**src/rtl/hwctl_pkg.sv**
```systemverilog
package hwctl_pkg;

  typedef enum logic [2:0] {
    ALU_ADD = 3'd0,
    ALU_SUB = 3'd1,
    ALU_AND = 3'd2,
    ALU_OR  = 3'd3,
    ALU_INC = 3'd4,
    ALU_INV = 3'd5,
    ALU_SHL = 3'd6
  } alu_op_e;

  localparam int OP_MOV = 0;
  localparam int OP_LDI = 1;
  localparam int OP_LDX = 2;
  localparam int OP_STR = 3;
  localparam int OP_ADD = 4;
  localparam int OP_SUB = 5;
  localparam int OP_AND = 6;
  localparam int OP_OR  = 7;
  localparam int OP_CMP = 8;
  localparam int OP_BRA = 9;
  localparam int OP_BRZ = 10;
  localparam int OP_BNZ = 11;
  localparam int OP_BRM = 12;
  localparam int OP_INC = 13;
  localparam int OP_INV = 14;
  localparam int OP_SHL = 15;

  typedef struct packed {
    logic    pc_out;
    logic    pc_in;
    logic    mar_in;
    logic    mem_rd;
    logic    mem_wr;
    logic    sel_four;
    alu_op_e alu;
    logic    z_in;
    logic    z_out;
    logic    y_in;
    logic    mdr_in_ext;
    logic    mdr_in_int;
    logic    mdr_out;
    logic    ir_in;
    logic    imm_out;
    logic    rd_out;
    logic    rs_out;
    logic    rd_in;
    logic    wait_mfc;
    logic    end_step;
  } ctl_t;

endpackage

```
**src/rtl/hwctl_step_ctr.sv**
```systemverilog
module hwctl_step_ctr #(
  parameter int NUM_STEPS = 7,
  parameter int STEP_W    = $clog2(NUM_STEPS + 1)
) (
  input  logic                 clk,
  input  logic                 rst,
  input  logic                 end_step,
  input  logic                 wait_mfc,
  input  logic                 mfc,
  output logic [STEP_W-1:0]    step,
  output logic [NUM_STEPS-1:0] t_hot
);

  localparam logic [STEP_W-1:0] FIRST = STEP_W'(1);
  localparam logic [STEP_W-1:0] LAST  = STEP_W'(NUM_STEPS);

  logic stall;
  assign stall = wait_mfc && !mfc;

  always_ff @(posedge clk) begin
    if (rst)                          step <= FIRST;
    else if (stall)                   step <= step;
    else if (end_step || step == LAST) step <= FIRST;
    else                              step <= step + FIRST;
  end

  for (genvar k = 0; k < NUM_STEPS; k++) begin : g_slot
    assign t_hot[k] = (step == STEP_W'(k + 1));
  end

  a_r3_end_to_first: assert property (@(posedge clk) disable iff (rst)
    (end_step && !stall) |=> (step == FIRST));

  a_r3_advance: assert property (@(posedge clk) disable iff (rst)
    (!end_step && !stall && step != LAST) |=> (step == STEP_W'($past(step) + 1)));

  a_r4_stall_hold: assert property (@(posedge clk) disable iff (rst)
    stall |=> $stable(step));

endmodule

```
**src/rtl/hwctl_op_dec.sv**
```systemverilog
module hwctl_op_dec #(
  parameter int OPC_W   = 4,
  parameter int NUM_OPS = 1 << OPC_W
) (
  input  logic [OPC_W-1:0]   opcode,
  output logic [NUM_OPS-1:0] op_hot
);

  for (genvar i = 0; i < NUM_OPS; i++) begin : g_op
    assign op_hot[i] = (opcode == OPC_W'(i));
  end

endmodule

```
**src/rtl/hwctl_strobes.sv**
```systemverilog
module hwctl_strobes
  import hwctl_pkg::*;
#(
  parameter int NUM_STEPS = 7,
  parameter int NUM_OPS   = 16
) (
  input  logic [NUM_STEPS-1:0] t_hot,
  input  logic [NUM_OPS-1:0]   op_hot,
  input  logic                 flag_z,
  input  logic                 flag_n,
  output ctl_t                 ctl
);

  logic t1, t2, t3, t4, t5, t6, t7;
  logic mov, ldi, ldx, st, rr, cmp, br_any, un, br_fail;

  assign t1 = t_hot[0];
  assign t2 = t_hot[1];
  assign t3 = t_hot[2];
  assign t4 = t_hot[3];
  assign t5 = t_hot[4];
  assign t6 = t_hot[5];
  assign t7 = t_hot[6];

  assign mov     = op_hot[OP_MOV];
  assign ldi     = op_hot[OP_LDI];
  assign ldx     = op_hot[OP_LDX];
  assign st      = op_hot[OP_STR];
  assign rr      = op_hot[OP_ADD] | op_hot[OP_SUB] | op_hot[OP_AND] | op_hot[OP_OR];
  assign cmp     = op_hot[OP_CMP];
  assign br_any  = op_hot[OP_BRA] | op_hot[OP_BRZ] | op_hot[OP_BNZ] | op_hot[OP_BRM];
  assign un      = op_hot[OP_INC] | op_hot[OP_INV] | op_hot[OP_SHL];
  assign br_fail = (op_hot[OP_BRZ] & !flag_z) | (op_hot[OP_BNZ] & flag_z) |
                   (op_hot[OP_BRM] & !flag_n);

  always_comb begin
    ctl            = '0;
    ctl.pc_out     = t1;
    ctl.sel_four   = t1;
    ctl.mar_in     = t1 | (t4 & (ldx | st));
    ctl.mem_rd     = t1 | (t4 & ldx);
    ctl.mem_wr     = t6 & st;
    ctl.z_in       = t1 | (t5 & rr) | (t4 & (br_any | un));
    ctl.pc_in      = t2 | (t5 & br_any);
    ctl.y_in       = t2 | (t4 & (rr | cmp));
    ctl.z_out      = t2 | (t6 & rr) | (t5 & (br_any | un));
    ctl.wait_mfc   = t2 | (t5 & ldx) | (t6 & st);
    ctl.mdr_in_ext = t2 | (t5 & ldx);
    ctl.mdr_in_int = t5 & st;
    ctl.mdr_out    = t3 | (t6 & ldx);
    ctl.ir_in      = t3;
    ctl.imm_out    = t4 & (ldi | cmp | br_any);
    ctl.rd_out     = (t4 & (rr | un | st)) | (t5 & cmp);
    ctl.rs_out     = (t4 & (mov | ldx)) | (t5 & (rr | st));
    ctl.rd_in      = (t4 & (mov | ldi)) | (t5 & un) | (t6 & (rr | ldx));
    ctl.end_step   = (t4 & (mov | ldi | br_fail)) | (t5 & (cmp | br_any | un)) |
                     (t6 & (ldx | st | rr)) | t7;

    ctl.alu = ALU_ADD;
    if (t5) begin
      if (op_hot[OP_SUB] | cmp) ctl.alu = ALU_SUB;
      else if (op_hot[OP_AND])  ctl.alu = ALU_AND;
      else if (op_hot[OP_OR])   ctl.alu = ALU_OR;
    end
    if (t4) begin
      if (op_hot[OP_INC])      ctl.alu = ALU_INC;
      else if (op_hot[OP_INV]) ctl.alu = ALU_INV;
      else if (op_hot[OP_SHL]) ctl.alu = ALU_SHL;
    end
  end

endmodule

```
**src/rtl/hwctl_hardwired.sv**
```systemverilog
module hwctl_hardwired
  import hwctl_pkg::*;
#(
  parameter int OPC_W     = 4,
  parameter int NUM_STEPS = 7,
  parameter int STEP_W    = $clog2(NUM_STEPS + 1)
) (
  input  logic              clk,
  input  logic              rst,
  input  logic [OPC_W-1:0]  ir_opcode,
  input  logic              flag_z,
  input  logic              flag_n,
  input  logic              mfc,
  output logic              pc_out,
  output logic              pc_in,
  output logic              mar_in,
  output logic              mem_rd,
  output logic              mem_wr,
  output logic              sel_four,
  output logic [2:0]        alu_op,
  output logic              z_in,
  output logic              z_out,
  output logic              y_in,
  output logic              mdr_in_ext,
  output logic              mdr_in_int,
  output logic              mdr_out,
  output logic              ir_in,
  output logic              imm_out,
  output logic              rd_out,
  output logic              rs_out,
  output logic              rd_in,
  output logic              wait_mfc,
  output logic              end_step,
  output logic [STEP_W-1:0] step_num
);

  localparam int NUM_OPS = 1 << OPC_W;

  logic [NUM_STEPS-1:0] t_hot;
  logic [NUM_OPS-1:0]   op_hot;
  ctl_t                 ctl;

  hwctl_step_ctr #(.NUM_STEPS(NUM_STEPS), .STEP_W(STEP_W)) u_ctr (
    .clk(clk), .rst(rst), .end_step(ctl.end_step), .wait_mfc(ctl.wait_mfc),
    .mfc(mfc), .step(step_num), .t_hot(t_hot)
  );

  hwctl_op_dec #(.OPC_W(OPC_W), .NUM_OPS(NUM_OPS)) u_dec (
    .opcode(ir_opcode), .op_hot(op_hot)
  );

  hwctl_strobes #(.NUM_STEPS(NUM_STEPS), .NUM_OPS(NUM_OPS)) u_stb (
    .t_hot(t_hot), .op_hot(op_hot), .flag_z(flag_z), .flag_n(flag_n), .ctl(ctl)
  );

  assign pc_out     = ctl.pc_out;
  assign pc_in      = ctl.pc_in;
  assign mar_in     = ctl.mar_in;
  assign mem_rd     = ctl.mem_rd;
  assign mem_wr     = ctl.mem_wr;
  assign sel_four   = ctl.sel_four;
  assign alu_op     = ctl.alu;
  assign z_in       = ctl.z_in;
  assign z_out      = ctl.z_out;
  assign y_in       = ctl.y_in;
  assign mdr_in_ext = ctl.mdr_in_ext;
  assign mdr_in_int = ctl.mdr_in_int;
  assign mdr_out    = ctl.mdr_out;
  assign ir_in      = ctl.ir_in;
  assign imm_out    = ctl.imm_out;
  assign rd_out     = ctl.rd_out;
  assign rs_out     = ctl.rs_out;
  assign rd_in      = ctl.rd_in;
  assign wait_mfc   = ctl.wait_mfc;
  assign end_step   = ctl.end_step;

  a_r13_one_bus_driver: assert property (@(posedge clk) disable iff (rst)
    $onehot0({pc_out, z_out, mdr_out, imm_out, rd_out, rs_out}));

  a_r2_fetch_first_slot: assert property (@(posedge clk) disable iff (rst)
    (step_num == STEP_W'(1)) |-> (pc_out && mar_in && mem_rd && z_in && !end_step));

  a_r7_write_held: assert property (@(posedge clk) disable iff (rst)
    (mem_wr && !mfc) |=> mem_wr);

  a_r2_ir_load_follows_wait: assert property (@(posedge clk) disable iff (rst)
    $rose(ir_in) |-> $past(wait_mfc));

endmodule

```
**config.mk**
```make
export PLATFORM = sky130hd
export DESIGN_NAME = hwctl_hardwired
export DESIGN_NICKNAME = d
export VERILOG_FILES = /design/src/rtl/hwctl_pkg.sv /design/src/rtl/hwctl_step_ctr.sv /design/src/rtl/hwctl_op_dec.sv /design/src/rtl/hwctl_strobes.sv /design/src/rtl/hwctl_hardwired.sv
export SDC_FILE = /design/constraint.sdc
export NUM_CORES = 1
export LEC_CHECK = 0
export ABC_CLOCK_PERIOD_IN_PS = 2700
export BUFFER_PORTS_ARGS = -buffer_cell sky130_fd_sc_hd__clkbuf_2
export CORE_MARGIN = 10
export CORE_UTILIZATION = 48
export CTS_CLUSTER_SIZE = 30
export DETAILED_ROUTE_END_ITERATION = 6
export GPL_TIMING_DRIVEN = 0
export PLACE_DENSITY = 0.8
export SYNTH_ARGS = -nofsm -noshare
export SYNTH_HDL_FRONTEND = slang
export SYNTH_HIERARCHICAL = 1
export SYNTH_SLANG_ARGS = --single-unit
```
**constraint.sdc**
```tcl
create_clock -name clk -period 2.7 [get_ports clk]
set_input_delay 0.405 -clock clk [delete_from_list [all_inputs] [get_ports clk]]
set_output_delay 0.405 -clock clk [all_outputs]
set_load 0.03 [all_outputs]
```
Word level (Yosys, flattened, before mapping)
Index checks and enable logic that the tools add are counted.
{"block": "word_totals", "elab_cells": 109, "in_bits": 9, "reg_bits": 3, "output_inout_bits": 25}
{"block": "op_classes", "n_addsub": 1, "reduce_logical": 6, "eq_ne": 22, "n_bitwise": 70, "muxes": 9}
{"cell": "$or A1 B1 Y1", "n": 44}
{"cell": "$eq A4 B4 Y1 const B", "n": 8}
{"cell": "$and A1 B1 Y1", "n": 26}
{"cell": "$mux W3", "n": 8}
{"cell": "$eq A4 B3 Y1 const B", "n": 4}
{"cell": "$eq A3 B3 Y1 const B", "n": 4}
{"cell": "$eq A4 B2 Y1 const B", "n": 2}
{"cell": "$eq A3 B2 Y1 const B", "n": 2}
{"cell": "$eq A4 B1 Y1 const B", "n": 1}
{"cell": "$logic_not A4 Y1", "n": 1}
{"cell": "$add A3 B1 Y3 const B", "n": 1}
{"cell": "$eq A3 B1 Y1 const B", "n": 1}
{"cell": "$logic_not A1 Y1", "n": 3}
{"cell": "$mux W2", "n": 1}
{"cell": "$logic_and A1 B1 Y1", "n": 1}
{"cell": "$logic_or A1 B1 Y1", "n": 1}

Logic depth before layout (Yosys ltp)
Gate-level depths: netlist (run 1).
{"block": "depth", "ltp_word": 12, "mapped_depth": 9}

By module
The synthesis (run 1) kept the hierarchy.
{"mod": "hwctl_strobes", "instances": 1, "area_each_um2": 342.8, "cells_each": 56, "seq_area_each_um2": 0.0}
{"mod": "hwctl_step_ctr", "instances": 1, "area_each_um2": 259.0, "cells_each": 27, "seq_area_each_um2": 60.1}
{"mod": "hwctl_op_dec", "instances": 1, "area_each_um2": 226.5, "cells_each": 20, "seq_area_each_um2": 0.0}

Worst setup path before layout (run 1)
Ideal clock, no wire load.
{"block": "synth_timing", "path_type": "input to register", "startpoint": "input port ir_opcode[1]", "endpoint": "register u_ctr.step[2]", "required_ns": 2.631, "stages": 8, "path_slack_ns": -0.163, "path_buffers": 2, "t_arrival_ns": 2.794, "path_cell_list": "buf_4 -> and4bb_2 -> or4_1 -> clkbuf_1 -> a211oi_2 -> nand4_1 -> or4_1 -> o21ai_1"}
{"block": "synth_via", "elab_cells_between_ends": 48, "classes_between": "eq/ne (15); mux (1); bitwise (29); reduce/logical (3)"}
{"item": "from (decl)", "line_no": "hwctl_hardwired.sv:10", "text": "input logic [OPC_W-1:0] ir_opcode,"}
{"item": "$eq A4 B3 Y1", "line_no": "hwctl_op_dec.sv:10", "text": "assign op_hot[i] = (opcode == OPC_W'(i));"}
{"item": "named net op_hot[6]", "line_no": "hwctl_hardwired.sv:40", "text": "logic [NUM_OPS-1:0] op_hot;"}
{"item": "$or A1 B1 Y1 (2 in a row)", "line_no": "hwctl_strobes.sv:29", "text": "assign rr = op_hot[OP_ADD] | op_hot[OP_SUB] | op_hot[OP_AND] | op_hot[OP_OR];"}
{"item": "$or A1 B1 Y1", "line_no": "hwctl_strobes.sv:57", "text": "(t6 & (ldx | st | rr)) | t7;"}
{"item": "$and A1 B1 Y1", "line_no": "hwctl_strobes.sv:57"}
{"item": "$or A1 B1 Y1", "line_no": "hwctl_strobes.sv:56", "text": "ctl.end_step = (t4 & (mov | ldi | br_fail)) | (t5 & (cmp | br_any | un)) |"}
{"item": "$or A1 B1 Y1", "line_no": "hwctl_strobes.sv:57"}
{"item": "named net end_step", "line_no": "hwctl_hardwired.sv:33", "text": "output logic end_step,"}
{"item": "$logic_or A1 B1 Y1", "line_no": "hwctl_step_ctr.sv:23", "text": "else if (end_step || step == LAST) step <= FIRST;"}
{"item": "$mux W3", "line_no": "hwctl_step_ctr.sv:23"}
{"item": "to (signal assigned)", "line_no": "hwctl_step_ctr.sv:22", "text": "else if (stall) step <= step;"}
{"item": "to (signal assigned)", "line_no": "hwctl_step_ctr.sv:24", "text": "else step <= step + FIRST;"}
{"item": "to (decl)", "line_no": "hwctl_step_ctr.sv:10", "text": "output logic [STEP_W-1:0] step,"}
The timed path passes the listed nets, and every way through them passes these cells.
A chain may end at the register's enable or synchronous reset.

Final worst setup path (run 1)
{"block": "layout_timing", "startpoint": "input port ir_opcode[3]", "endpoint": "output port z_in"}
{"block": "layout_via", "elab_chain_len": 7, "elab_cells_between_ends": 24, "classes_between": "eq/ne (11); bitwise (13)"}
{"item": "$eq A4 B4 Y1", "line_no": "hwctl_op_dec.sv:10"}
{"item": "named net op_hot[10]", "line_no": "hwctl_hardwired.sv:40"}
{"item": "$or A1 B1 Y1 (3 in a row)", "line_no": "hwctl_strobes.sv:31", "text": "assign br_any = op_hot[OP_BRA] | op_hot[OP_BRZ] | op_hot[OP_BNZ] | op_hot[OP_BRM];"}
{"item": "$or A1 B1 Y1", "line_no": "hwctl_strobes.sv:43", "text": "ctl.z_in = t1 | (t5 & rr) | (t4 & (br_any | un));"}
{"item": "$and A1 B1 Y1", "line_no": "hwctl_strobes.sv:43"}
{"item": "$or A1 B1 Y1", "line_no": "hwctl_strobes.sv:43"}
{"item": "to (decl)", "line_no": "hwctl_hardwired.sv:21", "text": "output logic z_in,"}
The timed path passes the listed nets, and every way through them passes these cells.

==> impl_metrics.yaml, run 1 <==
critical_path:
  r2r_slack_ns: 0.19
  cp_slowest_cell: "or4_4"
  reg2regPathDepth: 10
  cp_num_cells: 7
  cp.arrival_ns: 2.25
  cp_top_family: "simple AND/OR/NAND/NOR gates"
  path_cells: "clkbuf_2, buf_6, and4bb_2, or4_4, or2_1, a221o_1, clkbuf_2"
  cp_max_fo: 10
  end_kind: "output port"
  critPathKind: "input pin to output port"
  critPathBufInv: 3
  worstPathRequired_ns: 2.30
  critPathLaunchType: "input pin"
  slowest_delay_ns: 0.56
  cpMostUsedCell: "clkbuf_2"
hold_path:
  worstHoldPathCells: 3
  min_path_type: "input pin to flop"
grt:
  antenna_found_initial: 0
  grt_overflow: 0
  grt_use_total: 0.124
  grt_max_degree: 11
  grt_pass1_wl_um: 3840
  grt_pass1_vias: 871
finish:
  design_area_um2: 1120
  final.fill_count: 134
  diodes: 0
  final_net_count: 161
  post-route-util: 0.710
  regMostFlops: "u_ctr/step"
  final_cell_mix: "clkbuf_2, buf_4, nor2_1"
  syn2layout_area_growth_pct: 35.2
  layout.cells.most_common: "clkbuf_2"
  largest_reg_flops: 3
  largestRegisters: "u_ctr/step: 3 flops"
  register_area_um2: 60.1
  multi_input_area_um2: 701
  drive_gt1_frac: 0.441
placement:
  postPlaceCellArea_um2: 1030
  port_buffers: 33
  place.gp.congestion: 0.808
  hpwl_um: 1950
  place_ws_ns: -0.0665
timing:
  fin_tns_setup_ns: 0
  finClkSkew_ns: 0.00466
  fin_crit_sh: 0.983
  setup_viol: 0
  hold_viol: 0
  worst_pin_slew_ns: 0.534
  rsz0062_at_grt: "false"
  fin_worst_hold_slack_ns: 0.466
  timing.final.ws_setup_ns: 0.0453
  fmax_mhz: 377
  final-max-slew-violation-count: 0
  slew_headroom: 0.643
  period_needed_ns: 2.65
logic_synthesis:
  avgSynthCellArea_um2: 8.04
  ys.flop_type: "dfxtp_1"
  synth_edf_count: 0
  seq_area_frac_synth: 0.0725
  ys_seq_elements: 3
  yosysUniqueCellTypes: 40
  synthesis.area_um2: 828
  syn_inst: 103
  yosysWarnings: 6
  syn_nets: 118
  async_flop_share: 0
floorplan:
  start_util: 0.525
  die_y_um: 61.5
  rows: 14
  dieArea_um2: 3790
  io_pins: 34
  die_x_um: 61.5
  coreArea_um2: 1580
detailed_routing:
  routed_wl_um: 2520
  drc: 0
  wl_per_cell_um: 15.7
  vias_per_cell: 5.83
  dr.first_iter.drc_count: 22
  antenna_left: 0
  first_pass_iters: 4
  vias: 938
clock_tree:
  cts_tree: "yes"
  htreeDepth: 1
  clockBufferDepth: 2
  clk_pin_slew_ns: 0.04
  cts.hold.buffers_added: 0
  cts_buffers: 3
  cts_sinks: 3
  insertion_delay_ns: 0.23
  clock-root-buffer: "clkbuf_4"
pwr:
  ir_drop_uv: 750
  leakage_nw: 0.572
  powerDensity_nw_per_um2: 820
status:
  status: "finished, final reports clean"
run:
  max_cap_viol_count: 0
cell families after synthesis:
| group | count (synthesis) | synth area share |
|---|---|---|
| AOI/OAI and AO/OA | 23 | 0.192 |
| adders and majority gates | 6 | 0.0906 |
| and+or+nand+nor | 55 | 0.524 |
| buffers and inverters | 14 | 0.0952 |
| muxes | 2 | 0.0257 |
| DFF | 3 | 0.0725 |
timing repair:
| action | 4_1_cts | 5_1_grt |
|---|---|---|
| resized for setup | 0 | 14 |
| setup buffers | 0 | 5 |
| setup endpoints to repair | 0 | 3 |
power breakdown:
part / internal, mW / switching (mW) / leakage [nW]
Sequential: 0.0654 / 0.0346 / 0.0249
Clock: 0.0553 / 0.0224 / 0.0150
Combinational: 0.270 / 0.471 / 0.532
metrics by stage:
stage,power (mW),std cells
2_1_floorplan,0.622,103
3_3_place_gp,0.799,152
3_5_place_dp,0.813,152
4_1_cts,0.895,156
5_1_grt,0.988,161
6_report,0.918,161
path summary, 6_finish.rpt:
path	startpoint	to
max	ir_opcode[3]	z_in
max reg2reg	u_ctr/step[1]	u_ctr/step[2]
min	mfc	u_ctr/step[2]
min reg2reg	u_ctr/step[0]	u_ctr/step[0]
cells in the mapped netlist, drive strengths merged (2+ instances only):
master   n  area share
or4bb    2       0.027
nor2     7       0.032
a221o    2       0.024
and4b    4       0.048
or2      3       0.023
inv      4       0.018
and2b    2       0.018
o21ai   10       0.060
buf      7       0.063
or4      3       0.032
ha       6       0.091
and4bb   6       0.091
nor3     2       0.012
nor2b    3       0.023
nand2b   2       0.015
a21o     4       0.036
dfxtp    3       0.073
nand2    5       0.023
nor4b    5       0.083
clkbuf   3       0.014
and2     6       0.045
tightest hold or removal path, cell delays in order:
cell and delay, ns:
clkbuf_2 0.09, or4bb_1 0.10, o21ai_1 0.05
per-layer routing:
layer,GRT usage,vias to the layer above,part of all wire
li1,-,474,-
met4,0.0191,0,0
met2,0.221,36,0.50
met1,0.144,428,0.42
met5,0,-,0
met3,0.0370,0,0.073
final cells by class:
cell class,instances,area share
clock buffer,4,0.0235
timing repair buffer,38,0.189
tap,16,0.0179
multi-input combinational,86,0.626
sequential,3,0.0536
inverter,4,0.0134
buffer,10,0.0771
No activity file was read; power rests on OpenSTA's default activity.
==> inputs of run 2 (changes only) <==
Settings changed: REMOVE_ABC_BUFFERS from default to 1.
==> run 2 against run 1 <==
Worst setup slack better by 0.016 ns. Non-clock buffer count is 14 lower. Sequential share of layout area is 0.60 points higher. First-iteration DRC count is 45% lower. Register-to-register slack hardly changed. Maximum frequency is 0.62% higher. Critical path depth is 1 lower. Clock power is 0.8% higher. Critical endpoint is now z_out. Largest cell class unchanged.
==> impl_metrics.yaml, run 2 (synthesized netlist as in run 1, its figures left out) <==
status:
  status: "finished, final reports clean"
hold_path:
  worstHoldPathCells: 3
  hold_start: "mfc"
  whs_endpoint: "u_ctr/step[2]"
  min_path_type: "input pin to flop"
finish:
  layout.cells.most_common: "clkbuf_2"
  final.fill_count: 155
  fin_cells: 147
  drive_gt1_frac: 0.397
  design_area_um2: 1010
  syn2layout_area_growth_pct: 21.6
  final_cell_mix: "clkbuf_2, clkbuf_4, nor2_1"
  regMostFlops: "u_ctr/step"
  multi_input_area_um2: 701
  register_area_um2: 60.1
  largest_reg_flops: 3
  largestRegisters: "u_ctr/step: 3 flops"
  final_net_count: 147
  post-route-util: 0.639
  diodes: 0
grt:
  grt_pass1_wl_um: 3630
  grt_overflow: 0
  grt_pass1_vias: 803
  grt_use_total: 0.119
  grt_max_degree: 17
  antenna_found_initial: 0
clock_tree:
  insertion_delay_ns: 0.23
  cts_buffers: 3
  clk_pin_slew_ns: 0.04
  cts_sinks: 3
  clock-root-buffer: "clkbuf_4"
  cts_tree: "yes"
  htreeDepth: 1
  clockBufferDepth: 2
  cts.hold.buffers_added: 0
timing:
  finClkSkew_ns: 0.00233
  fin_tns_setup_ns: 0
  final-max-slew-violation-count: 0
  timing.final.ws_setup_ns: 0.0616
  worst_pin_slew_ns: 0.649
  fin_crit_sh: 0.977
  fin_worst_hold_slack_ns: 0.473
  period_needed_ns: 2.64
  setup_viol: 0
  slew_headroom: 0.566
  hold_viol: 0
  fmax_mhz: 379
pwr:
  powerDensity_nw_per_um2: 839
  leakage_nw: 0.505
  power_mw: 0.845
  ir_drop_uv: 658
critical_path:
  rr_startpoint: "u_ctr/step[1]"
  critPathKind: "input pin to output port"
  critPathLaunchType: "input pin"
  end_kind: "output port"
  cp.arrival_ns: 2.23
  r2r_slack_ns: 0.19
  crit_start: "ir_opcode[0]"
  worstPathRequired_ns: 2.30
  cp_max_fo: 16
  r2r_end: "u_ctr/step[1]"
  reg2regPathDepth: 9
floorplan:
  die_y_um: 61.5
  io_pins: 34
  dieArea_um2: 3790
  die_x_um: 61.5
  start_util: 0.525
  coreArea_um2: 1580
  rows: 14
detailed_routing:
  wirelength_met1_um: 989
  wl_per_cell_um: 15.9
  drc: 0
  wl_met2_um: 1180
  vias: 875
  routed_wl_um: 2340
  antenna_left: 0
  dr.first_iter.drc_count: 12
  first_pass_iters: 4
  met3_length_um: 159
  highest_layer: "met4"
  vias_per_cell: 5.95
placement:
  place.gp.congestion: 0.850
  postPlaceCellArea_um2: 950
  place_ws_ns: -0.137
  dpl.cell_count: 142
  hpwl_um: 1830
  port_buffers: 33
run:
  max_cap_viol_count: 0
run 2: worst max-delay path by stage:
stage | slack (ns) | endpoint | cells past startpoint
finish | 0.06 | z_out | 6
global route | -0.008 | end_step | 6
CTS | 0.004 | z_out | 6
detailed placement | -0.14 | u_ctr/step[2] | 7
global placement | -0.1 | u_ctr/step[1] | 7
floorplan | 0.02 | u_ctr/step[2] | 6
run 2: timing repair:
action / in CTS / in global routing
resized for setup: 2 / 10
pin swaps: 0 / 1
endpoints found under the setup margin: 2 / 3
buffers inserted: 0 / 1
run 2: metal layers:
metal / global-route usage / vias to the layer above
met2: 0.205 / 28
met5: 0 / -
met1: 0.138 / 402
met4: 0.0414 / 0
met3: 0.0309 / 2
li1: - / 443
run 2: report_power, final:
group	switching [mW]	internal, mW
Sequential	0.0338	0.0654
Combinational	0.453	0.215
Clock	0.0229	0.0554
run 2: cell type report:
| type | count | share of cell area |
|---|---|---|
| Multi-Input combinational cell | 86 | 0.696 |
| Tap cell | 16 | 0.0199 |
| Inverter | 4 | 0.0149 |
| Clock buffer | 4 | 0.0261 |
| Sequential cell | 3 | 0.0596 |
| Timing Repair Buffer | 34 | 0.184 |
run 2: worst max-delay path: stages:
cell and delay [ns]:
clkbuf_4 0.21, and4bb_2 0.25, or4_4 0.57, or2_1 0.26
a221o_1 0.35, clkbuf_2 0.19
